File: src/rtl/fxp_pkg.sv
package fxp_pkg;

    localparam int PL_W     = 2;
    localparam int SEL_W    = 16;
    localparam int DESC_W   = 64;

    localparam int SEL_TI   = 2;
    localparam int D_TYP_LO = 40;
    localparam int D_S      = D_TYP_LO + 4;
    localparam int D_DPL_LO = D_S + 1;
    localparam int D_P      = D_DPL_LO + PL_W;

    localparam logic [3:0] T_TSS_AVL   = 4'b1001;
    localparam logic [3:0] T_CALL_GATE = 4'b1100;
    localparam logic [3:0] T_TASK_GATE = 4'b0101;

    typedef logic [PL_W-1:0] pl_t;

    typedef enum logic [2:0] {
        OP_CALL   = 3'd0,
        OP_JMP    = 3'd1,
        OP_INT    = 3'd2,
        OP_IRET   = 3'd3,
        OP_FENTER = 3'd4,
        OP_FEXIT  = 3'd5
    } op_e;

    typedef enum logic [1:0] {
        FLT_NONE = 2'd0,
        FLT_GP   = 2'd1,
        FLT_NP   = 2'd2
    } flt_e;

    typedef enum logic [2:0] {
        CLS_DIRECT = 3'd0,
        CLS_GATE   = 3'd1,
        CLS_TASK   = 3'd2,
        CLS_FAST   = 3'd3,
        CLS_RET    = 3'd4
    } cls_e;

    typedef struct packed {
        logic       present;
        pl_t        dpl;
        logic       seg;
        logic       code;
        logic       conf;
        logic [3:0] typ;
    } dinfo_t;

    typedef struct packed {
        flt_e fault;
        cls_e cls;
        pl_t  new_pl;
        logic stk;
        logic tsk;
    } verdict_t;

    function automatic pl_t pl_max(input pl_t a, input pl_t b);
        return (a > b) ? a : b;
    endfunction

endpackage

File: src/rtl/fxp_desc_decode.sv
module fxp_desc_decode
    import fxp_pkg::*;
(
    input  logic [DESC_W-1:0] desc,
    output dinfo_t            info
);
    localparam int HI_LO = D_P + 1;

    logic unused_desc_bits;
    assign unused_desc_bits = ^{desc[DESC_W-1:HI_LO], desc[D_TYP_LO-1:0]};

    always_comb begin
        info.present = desc[D_P];
        info.dpl     = desc[D_DPL_LO +: PL_W];
        info.seg     = desc[D_S];
        info.typ     = desc[D_TYP_LO +: 4];
        info.code    = desc[D_TYP_LO + 3];
        info.conf    = desc[D_TYP_LO + 2];
    end
endmodule

File: src/rtl/fxp_rule_eval.sv
module fxp_rule_eval
    import fxp_pkg::*;
(
    input  op_e      op,
    input  pl_t      cpl,
    input  pl_t      rpl,
    input  logic     ti,
    input  logic     nt,
    input  dinfo_t   sd,
    input  dinfo_t   td,
    output verdict_t v
);
    pl_t  req;
    logic sel_cg, sel_tg, sel_tss, tgt_code, tgt_tss;

    always_comb begin
        req      = pl_max(cpl, rpl);
        sel_cg   = !sd.seg && (sd.typ == T_CALL_GATE);
        sel_tg   = !sd.seg && (sd.typ == T_TASK_GATE);
        sel_tss  = !sd.seg && (sd.typ == T_TSS_AVL);
        tgt_code = td.seg && td.code;
        tgt_tss  = !td.seg && (td.typ == T_TSS_AVL);
    end

    always_comb begin
        v.fault  = FLT_NONE;
        v.cls    = CLS_DIRECT;
        v.new_pl = cpl;
        v.stk    = 1'b0;
        v.tsk    = 1'b0;
        unique case (op)
            OP_CALL, OP_JMP: begin
                if (sd.seg) begin
                    if (!sd.code)
                        v.fault = FLT_GP;
                    else if (sd.conf ? (sd.dpl > cpl) : ((sd.dpl != cpl) || (rpl > cpl)))
                        v.fault = FLT_GP;
                    else if (!sd.present)
                        v.fault = FLT_NP;
                end else if (sel_cg) begin
                    v.cls = CLS_GATE;
                    if (req > sd.dpl)
                        v.fault = FLT_GP;
                    else if (!sd.present)
                        v.fault = FLT_NP;
                    else if (!tgt_code || (td.dpl > cpl))
                        v.fault = FLT_GP;
                    else if ((op == OP_JMP) && !td.conf && (td.dpl != cpl))
                        v.fault = FLT_GP;
                    else if (!td.present)
                        v.fault = FLT_NP;
                    else if (!td.conf) begin
                        v.new_pl = td.dpl;
                        v.stk    = (td.dpl != cpl);
                    end
                end else if (sel_tg) begin
                    v.cls = CLS_TASK;
                    if (req > sd.dpl)
                        v.fault = FLT_GP;
                    else if (!sd.present)
                        v.fault = FLT_NP;
                    else if (!tgt_tss)
                        v.fault = FLT_GP;
                    else if (!td.present)
                        v.fault = FLT_NP;
                    else
                        v.tsk = 1'b1;
                end else if (sel_tss) begin
                    v.cls = CLS_TASK;
                    if (ti || (req > sd.dpl))
                        v.fault = FLT_GP;
                    else if (!sd.present)
                        v.fault = FLT_NP;
                    else
                        v.tsk = 1'b1;
                end else begin
                    v.fault = FLT_GP;
                end
            end
            OP_INT: begin
                v.cls = CLS_TASK;
                if (!sel_tg)
                    v.fault = FLT_GP;
                else if (!sd.present)
                    v.fault = FLT_NP;
                else if (!tgt_tss)
                    v.fault = FLT_GP;
                else if (!td.present)
                    v.fault = FLT_NP;
                else
                    v.tsk = 1'b1;
            end
            OP_IRET: begin
                if (nt) begin
                    v.cls = CLS_TASK;
                    v.tsk = 1'b1;
                end else begin
                    v.cls = CLS_RET;
                end
            end
            OP_FENTER: begin
                v.cls    = CLS_FAST;
                v.new_pl = '0;
            end
            OP_FEXIT: begin
                v.cls = CLS_FAST;
                if (cpl != '0)
                    v.fault = FLT_GP;
                else
                    v.new_pl = '1;
            end
            default: v.fault = FLT_GP;
        endcase
    end
endmodule

File: src/rtl/fxp_priv_check.sv
module fxp_priv_check
    import fxp_pkg::*;
(
    input  logic              clk,
    input  logic              rst_n,
    input  logic              in_valid,
    input  logic [2:0]        in_op,
    input  logic [PL_W-1:0]   in_cpl,
    input  logic [SEL_W-1:0]  in_sel,
    input  logic              in_nt,
    input  logic [DESC_W-1:0] in_sel_desc,
    input  logic [DESC_W-1:0] in_tgt_desc,
    output logic              out_valid,
    output logic [1:0]        out_fault,
    output logic [2:0]        out_class,
    output logic [PL_W-1:0]   out_new_pl,
    output logic              out_stack_sw,
    output logic              out_task_sw
);
    typedef enum logic {ST_IDLE, ST_REPORT} state_e;

    state_e   state_q, state_d;
    dinfo_t   sel_info, tgt_info;
    verdict_t verdict, res_q;

    logic unused_sel_index;
    assign unused_sel_index = ^in_sel[SEL_W-1:SEL_TI+1];

    fxp_desc_decode u_sel_dec (.desc(in_sel_desc), .info(sel_info));
    fxp_desc_decode u_tgt_dec (.desc(in_tgt_desc), .info(tgt_info));

    fxp_rule_eval u_eval (
        .op  (op_e'(in_op)),
        .cpl (in_cpl),
        .rpl (in_sel[PL_W-1:0]),
        .ti  (in_sel[SEL_TI]),
        .nt  (in_nt),
        .sd  (sel_info),
        .td  (tgt_info),
        .v   (verdict)
    );

    always_comb begin
        state_d = state_q;
        unique case (state_q)
            ST_IDLE:   state_d = in_valid ? ST_REPORT : ST_IDLE;
            ST_REPORT: state_d = in_valid ? ST_REPORT : ST_IDLE;
            default:   state_d = ST_IDLE;
        endcase
    end

    always_ff @(posedge clk) begin
        if (!rst_n) state_q <= ST_IDLE;
        else        state_q <= state_d;
    end

    always_ff @(posedge clk) begin
        if (!rst_n)
            res_q <= '{fault: FLT_NONE, cls: CLS_DIRECT, new_pl: '0, stk: 1'b0, tsk: 1'b0};
        else if (in_valid)
            res_q <= verdict;
    end

    always_comb begin
        out_valid    = (state_q == ST_REPORT);
        out_fault    = res_q.fault;
        out_class    = res_q.cls;
        out_new_pl   = res_q.new_pl;
        out_stack_sw = res_q.stk;
        out_task_sw  = res_q.tsk;
    end

    p_strobe_to_result_r1: assert property (@(posedge clk) disable iff (!rst_n)
        in_valid |=> out_valid);

    p_no_spurious_result_r1: assert property (@(posedge clk) disable iff (!rst_n)
        !in_valid |=> !out_valid);

    p_fault_is_quiet_r13: assert property (@(posedge clk) disable iff (!rst_n)
        (out_valid && out_fault != 2'd0) |->
            (!out_stack_sw && !out_task_sw && out_new_pl == $past(in_cpl)));

    p_fault_code_legal_r13: assert property (@(posedge clk) disable iff (!rst_n)
        out_valid |-> (out_fault != 2'd3));

    p_direct_keeps_level_r3: assert property (@(posedge clk) disable iff (!rst_n)
        (out_valid && out_class == 3'd0) |->
            (out_new_pl == $past(in_cpl) && !out_stack_sw && !out_task_sw));

    p_stack_only_on_raise_r7: assert property (@(posedge clk) disable iff (!rst_n)
        (out_valid && out_stack_sw) |->
            (out_class == 3'd1 && out_new_pl < $past(in_cpl)));

    p_task_class_r9: assert property (@(posedge clk) disable iff (!rst_n)
        (out_valid && out_task_sw) |-> (out_class == 3'd2 && !out_stack_sw));

    p_fast_levels_r12: assert property (@(posedge clk) disable iff (!rst_n)
        (out_valid && out_class == 3'd3 && out_fault == 2'd0) |->
            ((out_new_pl == '0 && $past(in_op) == 3'd4) ||
             (out_new_pl == '1 && $past(in_op) == 3'd5)));
endmodule

File: config.mk
export PLATFORM = sky130hd
export DESIGN_NAME = fxp_priv_check
export DESIGN_NICKNAME = d
export VERILOG_FILES = /design/src/rtl/fxp_pkg.sv /design/src/rtl/fxp_desc_decode.sv /design/src/rtl/fxp_rule_eval.sv /design/src/rtl/fxp_priv_check.sv
export SDC_FILE = /design/constraint.sdc
export NUM_CORES = 1
export LEC_CHECK = 0
export ABC_AREA = 1
export BUFFER_PORTS_ARGS = -buffer_cell sky130_fd_sc_hd__buf_2
export CAP_MARGIN = 20
export CORE_ASPECT_RATIO = 0.7
export CORE_MARGIN = 3
export CORE_UTILIZATION = 32
export CTS_CLUSTER_DIAMETER = 30
export DETAILED_ROUTE_END_ITERATION = 8
export GPL_TIMING_DRIVEN = 0
export PLACE_DENSITY_LB_ADDON = 0.05
export SLEW_MARGIN = 20
export SYNTH_ARGS = -nofsm -noshare
export SYNTH_HDL_FRONTEND = slang
export SYNTH_SLANG_ARGS = --single-unit
File: constraint.sdc
create_clock -name clk -period 3.6 [get_ports clk]
set_clock_uncertainty 0.1 [all_clocks]
set_input_delay 0.36 -clock clk [delete_from_list [all_inputs] [get_ports clk]]
set_output_delay 0.36 -clock clk [all_outputs]
set_load 0.02 [all_outputs]
==> report_table.html <==
<table>
<tr><th>Metric</th><th>Value</th></tr>
<tr><th colspan="2">Status</th></tr>
<tr><td>Result of the run</td><td>completed</td></tr>
<tr><th colspan="2">Die</th></tr>
<tr><td>Die span in y</td><td>55.08 µm</td></tr>
<tr><td>Die Span X</td><td>76.11 µm</td></tr>
<tr><td>Placeable Area</td><td>3212 µm²</td></tr>
<tr><td>Num ports</td><td>163</td></tr>
<tr><td>Area of the die</td><td>4192 µm²</td></tr>
<tr><td>Initial Utilization</td><td>0.3428</td></tr>
<tr><td>Number of placement rows</td><td>17</td></tr>
<tr><th colspan="2">Synthesis</th></tr>
<tr><td>Area fraction of the dominant cell type after synthesis</td><td>0.1875</td></tr>
<tr><td>Top cell type by total area after synthesis</td><td>sky130_fd_sc_hd__nand2_1</td></tr>
<tr><td>Post-synth cell types</td><td>23</td></tr>
<tr><td>Total of flip-flops plus latches after synthesis</td><td>10</td></tr>
<tr><td>Number of enable flip-flop cells after synthesis</td><td>0</td></tr>
<tr><td>Number of instances in the synthesized netlist</td><td>190</td></tr>
<tr><td>Predominant post-synthesis flop cell</td><td>sky130_fd_sc_hd__dfxtp_1</td></tr>
<tr><td>Fraction of the yosys area taken by sequential cells</td><td>0.1818</td></tr>
<tr><td>Warnings, synthesis</td><td>0</td></tr>
<tr><td>Cell types with the largest area share after synthesis</td><td>sky130_fd_sc_hd__nand2_1, sky130_fd_sc_hd__dfxtp_1, sky130_fd_sc_hd__inv_1</td></tr>
<tr><td>Post-synthesis async set-or-reset flop share</td><td>0</td></tr>
<tr><td>Syn Area/Cell</td><td>5.795 µm²</td></tr>
<tr><td>Area of the mapped netlist</td><td>1101 µm²</td></tr>
<tr><td>Net Count, Synth</td><td>352</td></tr>
<tr><th colspan="2">Clock tree</th></tr>
<tr><td>Resized cells post-CTS</td><td>0</td></tr>
<tr><td>Htree depth</td><td>1</td></tr>
<tr><td>Root buf cell</td><td>sky130_fd_sc_hd__clkbuf_8</td></tr>
<tr><td>Total clock sinks</td><td>10</td></tr>
<tr><td>CTS Buffer Depth</td><td>2</td></tr>
<tr><td>Clock insertion delay at the later pin of the skew report</td><td>0.23 ns</td></tr>
<tr><td>Clock input transition at the sequential cells of the worst setup and hold paths</td><td>0.05 ns</td></tr>
<tr><td>CTS tree</td><td>built</td></tr>
<tr><td>Postcts setup bufs</td><td>0</td></tr>
<tr><td>Number of buffers created by CTS</td><td>3</td></tr>
<tr><td>Cts hold-fix bufs</td><td>0</td></tr>
<tr><th colspan="2">Drt</th></tr>
<tr><td>Via count normalized by instance count</td><td>4.516</td></tr>
<tr><td>Iteration count of the initial detailed-routing pass</td><td>4</td></tr>
<tr><td>Total wirelength of the detailed-routed design</td><td>2.948 mm</td></tr>
<tr><td>Violation count after the first detailed-route iteration</td><td>29</td></tr>
<tr><td>WL/cell</td><td>10.64 µm</td></tr>
<tr><td>Count of unresolved DRC violations after routing</td><td>0</td></tr>
<tr><td>Antenna Nets Post-Route</td><td>0</td></tr>
<tr><td>Via Count</td><td>1251</td></tr>
<tr><th colspan="2">Timing</th></tr>
<tr><td>Unrepaired setup endpoints after global routing</td><td>no</td></tr>
<tr><td>Count of endpoints failing hold in the final timing report</td><td>0</td></tr>
<tr><td>Final setup TNS</td><td>0 ns</td></tr>
<tr><td>Max Clk Rate</td><td>402.0 MHz</td></tr>
<tr><td>Transition time at the pin with the least slew margin</td><td>0.4415 ns</td></tr>
<tr><td>Final Max Tran Viols</td><td>0</td></tr>
<tr><td>Fin crit period</td><td>2.488 ns</td></tr>
<tr><td>Final period utilization</td><td>0.6910</td></tr>
<tr><td>Setup slack after layout</td><td>1.112 ns</td></tr>
<tr><td>Endpoints failing setup</td><td>0</td></tr>
<tr><td>Slew margin rel.</td><td>0.7057</td></tr>
<tr><th colspan="2">Placed design</th></tr>
<tr><td>Global placement routability congestion</td><td>0.8014</td></tr>
<tr><td>Pre-CTS WS</td><td>0.8641 ns</td></tr>
<tr><td>Buffers added on ports</td><td>36</td></tr>
<tr><td>Placed instance area</td><td>1340 µm²</td></tr>
<tr><td>Post-detailed-placement half-perimeter wirelength</td><td>2.576 mm</td></tr>
<tr><th colspan="2">Worst setup path</th></tr>
<tr><td>Critical path startpoint category</td><td>input pin</td></tr>
<tr><td>Worst setup path endpoint</td><td>out_new_pl[0]</td></tr>
<tr><td>Terminus of the critical flop-to-flop path</td><td>out_new_pl[0]</td></tr>
<tr><td>CP Class</td><td>in2reg</td></tr>
<tr><td>Worst-path maximum fanout</td><td>8</td></tr>
<tr><td>R2r worst-path depth</td><td>2</td></tr>
<tr><td>R2R Path Start</td><td>out_new_pl[0]</td></tr>
<tr><td>Reg2Reg Setup Slack</td><td>2.85 ns</td></tr>
<tr><td>Crit path required time</td><td>3.66 ns</td></tr>
<tr><td>CP endpoint kind</td><td>flop</td></tr>
<tr><td>Signal arrival time at the worst endpoint</td><td>2.55 ns</td></tr>
<tr><td>Critical Path Start</td><td>in_cpl[1]</td></tr>
<tr><th colspan="2">Global routing</th></tr>
<tr><td>Combined global-route utilization of all metal layers</td><td>0.1451</td></tr>
<tr><td>Total congestion overflow after global routing</td><td>0</td></tr>
<tr><td>Initial antenna violation count</td><td>0</td></tr>
<tr><td>Global-route wire length before repair</td><td>4.885 mm</td></tr>
<tr><td>Vias in the first global route</td><td>1081</td></tr>
<tr><td>Largest net degree at the start of global routing</td><td>11</td></tr>
<tr><th colspan="2">Flow run</th></tr>
<tr><td>Maximum capacitance violations</td><td>0</td></tr>
<tr><th colspan="2">Layout</th></tr>
<tr><td>Layout area overhead</td><td>26.70%</td></tr>
<tr><td>Commonest non-fill, non-tap cells in the layout</td><td>sky130_fd_sc_hd__nand2_1, sky130_fd_sc_hd__buf_2, sky130_fd_sc_hd__inv_1</td></tr>
<tr><td>Post-layout nets</td><td>393</td></tr>
<tr><td>Count of inserted antenna diode cells</td><td>0</td></tr>
<tr><td>Final std cell area, no fill</td><td>1395 µm²</td></tr>
<tr><td>Most common cell after layout, fill and taps aside</td><td>sky130_fd_sc_hd__nand2_1</td></tr>
<tr><td>Number of fillers in the final layout</td><td>368</td></tr>
<tr><td>Ratio of cells with drive above 1 in the final layout</td><td>0.2435</td></tr>
<tr><th colspan="2">Pwr</th></tr>
<tr><td>P per Cell Area</td><td>265.5 nW/µm²</td></tr>
<tr><td>Worst IR drop on VDD</td><td>0.2178 mV</td></tr>
<tr><td>Leakage power</td><td>0.7899 nW</td></tr>
<tr><th colspan="2">Worst hold path</th></tr>
<tr><td>Hold Path Cell Cnt</td><td>3</td></tr>
<tr><td>Tightest Hold Check Type</td><td>in2reg</td></tr>
</table>
-- layer usage --
| layer | global-route usage | wire length, µm | vias to the layer above |
|---|---|---|---|
| met4 | 0.003012 | 0 | 0 |
| li1 | - | - | 684 |
| met2 | 0.2309 | 1230 | 32 |
| met3 | 0.04045 | 155 | 0 |
| met5 | 0 | 0 | - |
| met1 | 0.2079 | 1562 | 535 |
-- area by class of cell --
type                       count  area, µm²  share of cell area
buffer                         2      15.01             0.01076
clock buffer                   4      55.05             0.03946
tap                           47      58.81             0.04215
inverter                      38      143.9              0.1031
multi-input combinational    140      742.0              0.5318
sequential                    10      200.2              0.1435
timing repair buffer          36      180.2              0.1291
-- registers in the layout (all words and copies together) (netlist names) --
register,count
out_new_pl,2
out_class,3
out_stack_sw,1
out_fault,2
out_task_sw,1
out_valid,1
-- logic make-up (layout without fill, tap and decap cells) --
kind of cell,Yosys count,count (layout),share of synthesized area
and+or+nand+nor,107,107,0.4568
buffers and inverters,40,80,0.1443
AOI/OAI and AO/OA,24,24,0.1148
DFF,10,10,0.1818
adders and majority gates,9,9,0.1023
-- power by group --
part           switching [mW]  total, mW  internal (mW)  leakage (nW)
Combinational          0.0722      0.113         0.0409         0.679
Sequential            0.00192      0.117          0.116        0.0818
Clock                  0.0437      0.140         0.0961        0.0288
Total                   0.118      0.370          0.253         0.790
-- through the flow --
| stage | instances | power [mW] | util | hold WS (ns) |
|---|---|---|---|---|
| 3_5_place_dp | 273 | 0.2326 | 0.4172 | 0.3575 |
| 3_3_place_gp | 273 | 0.2297 | 0.4172 | 0.3551 |
| 5_1_grt | 277 | 0.3987 | 0.4344 | 0.2530 |
| 2_1_floorplan | 190 | 0.1910 | - | 0.3535 |
| 4_1_cts | 277 | 0.3721 | 0.4344 | 0.2406 |
| 6_report | 277 | 0.3704 | 0.4344 | 0.2416 |
-- synthesized netlist by cell type, drive strengths merged, types with 3 or more instances --
cell,count
a21oi,16
dfxtp,10
ha,9
inv,37
nand2,60
nand3,15
nand4,6
nor2,22
nor3,3
o21ai,6
-- worst min-delay path by stage --
stage,endpoint,from,slack (ns)
after floorplan,out_valid,in_valid,0.35
after global placement,out_new_pl[0],out_new_pl[0],0.36
after detailed placement,out_class[0],out_class[0],0.36
after CTS,out_valid,rst_n,0.24
after global routing,out_valid,rst_n,0.25
final,out_valid,rst_n,0.24
-- worst max-delay path, stage by stage --
cell	delay [ns]
sky130_fd_sc_hd__buf_2	0.11
sky130_fd_sc_hd__inv_1	0.21
sky130_fd_sc_hd__ha_1	0.30
sky130_fd_sc_hd__o21bai_1	0.22
sky130_fd_sc_hd__o21ai_0	0.11
sky130_fd_sc_hd__ha_1	0.28
sky130_fd_sc_hd__nand2_1	0.05
sky130_fd_sc_hd__nand2_1	0.21
sky130_fd_sc_hd__nand2_2	0.12
sky130_fd_sc_hd__nor2_4	0.14
sky130_fd_sc_hd__nand2_2	0.07
sky130_fd_sc_hd__nand2_1	0.07
sky130_fd_sc_hd__nand3_1	0.06
sky130_fd_sc_hd__nand2_1	0.06
sky130_fd_sc_hd__nand2_1	0.05
sky130_fd_sc_hd__a21oi_1	0.13
Note: power is estimated with default switching activity, not from simulation.
